$ cat config.mk
export PLATFORM = sky130hd
export DESIGN_NAME = sec_shared_regs
export DESIGN_NICKNAME = d
export VERILOG_FILES = /design/src/rtl/ssr_pkg.sv /design/src/rtl/ssr_bus_port.sv /design/src/rtl/ssr_mask_slot.sv /design/src/rtl/ssr_data_slot.sv /design/src/rtl/sec_shared_regs.sv
export SDC_FILE = /design/constraint.sdc
export NUM_CORES = 1
export LEC_CHECK = 0
export ABC_AREA = 0
export CORE_MARGIN = 8
export CORE_UTILIZATION = 57
export DETAILED_ROUTE_END_ITERATION = 10
export DONT_BUFFER_PORTS = 1
export GPL_ROUTABILITY_DRIVEN = 0
export PLACE_DENSITY = 0.77
export SYNTH_ARGS = -nofsm -noshare
export SYNTH_HDL_FRONTEND = slang
export SYNTH_SLANG_ARGS = --single-unit
$ cat constraint.sdc
create_clock -name clk -period 4.5 [get_ports clk]
set_input_delay 0.45 -clock clk [delete_from_list [all_inputs] [get_ports clk]]
set_output_delay 0.45 -clock clk [all_outputs]
set_load 0.05 [all_outputs]
$ cat src/rtl/ssr_pkg.sv
package ssr_pkg;

  typedef enum logic [1:0] {
    ACC_DATA_RD = 2'd0,
    ACC_DATA_WR = 2'd1,
    ACC_MASK_RD = 2'd2,
    ACC_MASK_WR = 2'd3
  } acc_e;

  typedef struct packed {
    logic fire;
    logic secure;
    acc_e kind;
  } acc_t;

  function automatic acc_e classify(input logic is_mask, input logic is_write);
    return acc_e'({is_mask, is_write});
  endfunction

endpackage

$ cat src/rtl/ssr_bus_port.sv
module ssr_bus_port
  import ssr_pkg::*;
#(
  parameter int DATA_W = 16,
  parameter int IDX_W  = 2,
  localparam int ADDR_W = IDX_W + 1
) (
  input  logic              clk,
  input  logic              rst_n,
  input  logic              req_valid,
  output logic              req_ready,
  input  logic              req_write,
  input  logic              req_secure,
  input  logic [ADDR_W-1:0] req_addr,
  input  logic              rsp_ready,
  input  logic [DATA_W-1:0] rd_value,
  output acc_t              acc,
  output logic [IDX_W-1:0]  idx,
  output logic              rsp_valid,
  output logic [DATA_W-1:0] rsp_rdata,
  output logic              rsp_err
);

  logic fire;

  assign req_ready = !rsp_valid || rsp_ready;
  assign fire      = req_valid && req_ready;

  assign acc.fire   = fire;
  assign acc.secure = req_secure;
  assign acc.kind   = classify(req_addr[ADDR_W-1], req_write);
  assign idx        = req_addr[IDX_W-1:0];

  always_ff @(posedge clk or negedge rst_n) begin
    if (!rst_n) begin
      rsp_valid <= 1'b0;
      rsp_rdata <= '0;
      rsp_err   <= 1'b0;
    end else if (fire) begin
      rsp_valid <= 1'b1;
      rsp_err   <= (acc.kind == ACC_MASK_WR) && !req_secure;
      rsp_rdata <= req_write ? '0 : rd_value;
    end else if (rsp_ready) begin
      rsp_valid <= 1'b0;
    end
  end

endmodule

$ cat src/rtl/ssr_mask_slot.sv
module ssr_mask_slot #(
  parameter int DATA_W = 16,
  parameter int GRP_W  = 1,
  localparam int MW    = DATA_W / GRP_W
) (
  input  logic              clk,
  input  logic              rst_n,
  input  logic              wr_en,
  input  logic [DATA_W-1:0] wdata,
  output logic [DATA_W-1:0] mask_full,
  output logic [DATA_W-1:0] mask_word
);

  logic [MW-1:0] own;

  always_ff @(posedge clk or negedge rst_n) begin
    if (!rst_n)     own <= '1;
    else if (wr_en) own <= wdata[MW-1:0];
  end

  for (genvar b = 0; b < DATA_W; b++) begin : g_expand
    assign mask_full[b] = own[b / GRP_W];
  end

  if (MW == DATA_W) begin : g_full_word
    assign mask_word = own;
  end else begin : g_packed_word
    assign mask_word = {{(DATA_W - MW){1'b0}}, own};
  end

endmodule

$ cat src/rtl/ssr_data_slot.sv
module ssr_data_slot #(
  parameter int DATA_W = 16
) (
  input  logic              clk,
  input  logic              rst_n,
  input  logic              wr_en,
  input  logic              secure,
  input  logic [DATA_W-1:0] wdata,
  input  logic [DATA_W-1:0] mask_full,
  output logic [DATA_W-1:0] q,
  output logic [DATA_W-1:0] q_open
);

  logic [DATA_W-1:0] merged;

  assign merged = secure ? wdata : ((q & mask_full) | (wdata & ~mask_full));
  assign q_open = q & ~mask_full;

  always_ff @(posedge clk or negedge rst_n) begin
    if (!rst_n)     q <= '0;
    else if (wr_en) q <= merged;
  end

endmodule

$ cat src/rtl/sec_shared_regs.sv
module sec_shared_regs
  import ssr_pkg::*;
#(
  parameter int DATA_W       = 16,
  parameter int NUM_REGS     = 4,
  parameter int NUM_BIT_REGS = 2,
  parameter int GRP_W        = 4,
  localparam int IDX_W       = (NUM_REGS > 1) ? $clog2(NUM_REGS) : 1,
  localparam int ADDR_W      = IDX_W + 1
) (
  input  logic                       clk,
  input  logic                       rst_n,
  input  logic                       req_valid,
  output logic                       req_ready,
  input  logic                       req_write,
  input  logic                       req_secure,
  input  logic [ADDR_W-1:0]          req_addr,
  input  logic [DATA_W-1:0]          req_wdata,
  output logic                       rsp_valid,
  input  logic                       rsp_ready,
  output logic [DATA_W-1:0]          rsp_rdata,
  output logic                       rsp_err,
  output logic [NUM_REGS*DATA_W-1:0] reg_q,
  output logic [NUM_REGS*DATA_W-1:0] sec_mask
);

  acc_t              acc;
  logic [IDX_W-1:0]  idx;
  logic [DATA_W-1:0] rd_value;

  logic [DATA_W-1:0] q_arr     [NUM_REGS];
  logic [DATA_W-1:0] open_arr  [NUM_REGS];
  logic [DATA_W-1:0] mfull_arr [NUM_REGS];
  logic [DATA_W-1:0] mword_arr [NUM_REGS];

  ssr_bus_port #(.DATA_W(DATA_W), .IDX_W(IDX_W)) u_port (
    .clk       (clk),
    .rst_n     (rst_n),
    .req_valid (req_valid),
    .req_ready (req_ready),
    .req_write (req_write),
    .req_secure(req_secure),
    .req_addr  (req_addr),
    .rsp_ready (rsp_ready),
    .rd_value  (rd_value),
    .acc       (acc),
    .idx       (idx),
    .rsp_valid (rsp_valid),
    .rsp_rdata (rsp_rdata),
    .rsp_err   (rsp_err)
  );

  for (genvar i = 0; i < NUM_REGS; i++) begin : g_slot
    localparam int SLOT_GRP = (i < NUM_BIT_REGS) ? 1 : GRP_W;
    logic hit, data_we, mask_we;

    assign hit     = acc.fire && (idx == IDX_W'(i));
    assign data_we = hit && (acc.kind == ACC_DATA_WR);
    assign mask_we = hit && (acc.kind == ACC_MASK_WR) && acc.secure;

    ssr_mask_slot #(.DATA_W(DATA_W), .GRP_W(SLOT_GRP)) u_mask (
      .clk      (clk),
      .rst_n    (rst_n),
      .wr_en    (mask_we),
      .wdata    (req_wdata),
      .mask_full(mfull_arr[i]),
      .mask_word(mword_arr[i])
    );

    ssr_data_slot #(.DATA_W(DATA_W)) u_data (
      .clk      (clk),
      .rst_n    (rst_n),
      .wr_en    (data_we),
      .secure   (acc.secure),
      .wdata    (req_wdata),
      .mask_full(mfull_arr[i]),
      .q        (q_arr[i]),
      .q_open   (open_arr[i])
    );

    assign reg_q[i*DATA_W +: DATA_W]    = q_arr[i];
    assign sec_mask[i*DATA_W +: DATA_W] = mfull_arr[i];
  end

  always_comb begin
    unique case (acc.kind)
      ACC_DATA_RD: rd_value = acc.secure ? q_arr[idx] : open_arr[idx];
      ACC_MASK_RD: rd_value = mword_arr[idx];
      default:     rd_value = '0;
    endcase
  end

endmodule

* Word level (Yosys, flattened, before mapping)
Cells that the tools add are included.
** Cells by class
- Magnitude comparators :: 1
- Eq/ne operators :: 6
- Muxes and demuxes :: 18
- Bitwise operators :: 21
- Reduce and logical (&&, ||, !) cells :: 24
** Operators with widths (number)
- $and A16 B16 Y16 :: 12
- $mux W16 :: 12
- $bmux W16 S2 :: 3
- $not A16 Y16 :: 4
- $or A16 B16 Y16 :: 4
- $pmux W16 S2 :: 1
- $logic_and A1 B1 Y1 :: 18
- $eq A2 B2 Y1 const B :: 4
- $eq A2 B1 Y1 const B :: 2
- $logic_not A2 Y1 :: 2
- $ge A3 B3 Y1 const B :: 1
- $not A2 Y3 :: 1
- $logic_not A1 Y1 :: 2
- $mux W1 :: 2
- $reduce_bool A2 Y1 :: 1
- $logic_or A1 B1 Y1 :: 1
** Storage, ports and cells
- Register bits after elaboration :: 122
- Input bits :: 25

* Logic depth before layout (Yosys ltp)
- Depth after elaboration :: 8
- Mapped depth :: 7
- Gate-level depth less buffers :: 5

* Modules after synthesis
A second synthesis with hierarchy kept.
** Unflattened totals
- Cell total of the unflattened synthesis :: 733
- Area total of the unflattened synthesis :: 8739.6 µm²
** Modules (own cells, without submodules)
- ssr_data_slot :: instances 4, cells an instance 82, area an instance 927.1 µm²
- sec_shared_regs :: instances 1, cells an instance 166, area an instance 1841.8 µm²
- ssr_mask_slot at g_slot[0].u_mask ... :: instances 2, cells an instance 50, area an instance 789.5 µm²
- ssr_bus_port :: instances 1, cells an instance 65, area an instance 882.1 µm²
- ssr_mask_slot at g_slot[2].u_mask ... :: instances 2, cells an instance 37, area an instance 364.1 µm²

* Least setup slack after synthesis
Ideal clock, no wire load.
- Path kind :: register to register
- Start :: reg u_port.rsp_valid
- End :: reg with a tool-made name
- Library setup time :: 0.125 ns
- Data arrival time :: 2.065 ns
- Data required time :: 4.375 ns
- Path slack :: 2.310 ns
- Cell stages (with the launch flop) :: 7
- Cells stage by stage :: dfrtp_1 and2b_1 inv_2 nand4_1 buf_2 a21oi_1 mux2_2
** RTL lines
- start: declaration :: line ssr_bus_port.sv:19 : output logic rsp_valid,
- start signal: assignment :: line ssr_bus_port.sv:36 : rsp_valid <= 1'b0;
- start signal: assignment :: line ssr_bus_port.sv:40 : rsp_valid <= 1'b1;
- start signal: assignment :: line ssr_bus_port.sv:44 : rsp_valid <= 1'b0;

==> metrics.txt <==
Max Buffers Root-to-Sink 2; final hold vios 0; CP top delay family simple AND/OR/NAND/NOR gates; clock slew at reported path FFs 0.05 ns; critical path, cell by cell and2b_1 > inv_2 > nand4_1 > a21oi_1 > mux2_2; CTS tree built; Setup-failing EPs final 0; P_leak between 2 and 3 nW; Async SR Flop Fraction 100%; Final min period between 3 and 4 ns; row count 37; Cells after Synth 476; fraction of layout cells with a size suffix above 1 38.4%; post-CTS setup buffers 0; # IOs 172; worst slew pin tran roughly 1.1 ns; Yosys top cell by area dfrtp_1; die height about 120 um; Clock Latency Late Sink around 0.52 ns; Final Skew 0.00540 ns; area grow syn2layout 9.00%; RR Startpoint u_port.rsp_valid; global-route wire length before repair between 20 and 25 mm; Initial Utilization 58.3%; count of state elements after synthesis 122; final setup TNS 0 ns; Critical path origin u_port.rsp_valid; Peak supply drop 0.317 mV; initial antenna violation count 0; Crit path required time between 4 and 5 ns; top cell type's share of synthesized area 34.3%; Tot GR Track Use approximately 23%; sequential fraction of the synthesis area 51.8%; CP Launch Type flip-flop; grt ovf 0; cell with the most instances after synthesis mux2_2; Final #Nets ~480; total power draw ~4.3 mW; Mapped Area approximately 6000 sq um; port bufs 0; hpwl dp 10.7 mm; EDFF count, synth 0; mean area per synthesized cell 12.6 sq um; Worst path slowest cell nand4_1; Post-synth top cells 98 x mux2_2, 82 x dfrtp_1, 42 x a21oi_1, 40 x dfstp_2, 38 x mux2i_1; Fmax 331 MHz; max-slew violations 0; worst hold path class input port to flip-flop; root buffer cell clkbuf_8; max_slew headroom 29.2%; Fin Hold WS between 0.03 and 0.04 ns; critical path class flip-flop to flip-flop; WL per Instance 26.8 um; Final period util 67.2%; Post-Syn Nets between 500 and 600; drt total wl about 16 mm; Synth cell types 33; vias in the first global route 3,993; Final ANT Viol Nets 0; die width 119 um; pin count of the biggest net entering global routing 123; Arr. time, crit path 3.42 ns; Core Region 10,300 sq um; vias 3,939; CTS Buf Count 17; Worst R2R Setup Slack ~1.5 ns; # diodes 0; ys flop type dfrtp_1; H-tree levels 4; DR pass1 iterations 4; Max stage delay on crit path 0.84 ns; Initial DRC Count around 260; CP endpoint kind flip-flop; Die Area 14,000 sq um; max-cap violations 0; Critical Path Stages 5; status complete, no violations; CP Max Fanout 16; RSZ-0062 raised after global routing false; top post-synthesis cells by area dfrtp_1 34%, mux2_2 18%, dfstp_2 18%; PD cells about 660 nW/um^2; DR vias/cell about 6.6; Remaining DRCs 0; synth warn 0; Clock Sinks between 100 and 150; R2R depth 5; Crit path buffers/inverters 1
==> where the power goes <==
part	switching (mW)	total (mW)	internal [mW]	leakage, nW
Clock	0.458	1.39	0.931	0.301
Sequential	1.17	2.53	1.36	1.44
Combinational	0.172	0.396	0.224	1.07
Total	1.80	4.31	2.51	2.82
==> per-stage QoR <==
step / utilization, % / cells / instance area, sq um / worst slack, ns
detailed placement: 57.2 / 566 / 5880 / 1.55
global route: 63.5 / 600 / 6530 / 1.35
global placement: 57.2 / 566 / 5880 / 1.53
finish: 63.5 / 600 / 6530 / 1.48
floorplan: - / 476 / 5990 / 2.31
CTS: 63.5 / 600 / 6530 / 1.49
==> worst reg2reg max path: stages, from the launching register on <==
cell and delay, ns:
dfrtp_1 0.57, and2b_1 0.35, inv_2 0.29, nand4_1 0.84, a21oi_1 0.47, mux2_2 0.38
==> per-layer routing <==
layer,global-route usage (%),vias up,share of wire [%]
li1,-,1708,-
met1,25.8,2036,39
met2,37.2,177,50
met3,11.0,18,10
met4,6.88,0,1.1
met5,0,-,0
==> area by class of cell <==
| cell class | count | area [sq um] |
|---|---|---|
| fill | 803 | 3750 |
| sequential | 122 | 3100 |
| multi-input combinational | 304 | 2580 |
| clock buffer | 26 | 508 |
| tap | 136 | 170 |
| clock inverter | 6 | 108 |
| timing repair buffer | 3 | 45.0 |
| inverter | 3 | 11.3 |
==> cells in the final DEF (no fill, tap or decap), types with 5 or more instances in the layout <==
cell type	instances
mux2_2	98
dfrtp_1	82
a21oi_1	42
dfstp_2	40
mux2i_1	38
a211oi_1	23
mux2_1	21
nor2_1	18
clkbuf_16	16
o22ai_1	15
nand2_1	13
clkbuf_8	7
nor2b_1	5
nand4_1	5
==> cell families after synthesis <==
group                  share of synthesized area, %
and+or+nand+nor                                4.68
muxes                                          28.7
buffers and inverters                          5.06
DFF                                            51.8
AOI/OAI and AO/OA                              9.73
==> worst min-delay path by stage <==
| stage | startpoint | endpoint | slack (ns) | cells after the start |
|---|---|---|---|---|
| final | req_secure | u_port.rsp_err | 0.03 | 1 |
| after global routing | req_secure | u_port.rsp_err | 0.008 | 1 |
| after CTS | req_secure | u_port.rsp_err | 0.01 | 1 |
| after detailed placement | rst_n | async pin | 0.16 | 0 |
| after global placement | rst_n | async pin | 0.16 | 0 |
| after floorplan | rst_n | async pin | 0.15 | 0 |
==> repair_timing <==
item	in CTS	in global routing
resized for setup	0	0
endpoints found under the hold margin	122	0
hold buffers	2	0
Note: power is estimated with default switching activity, not from simulation.
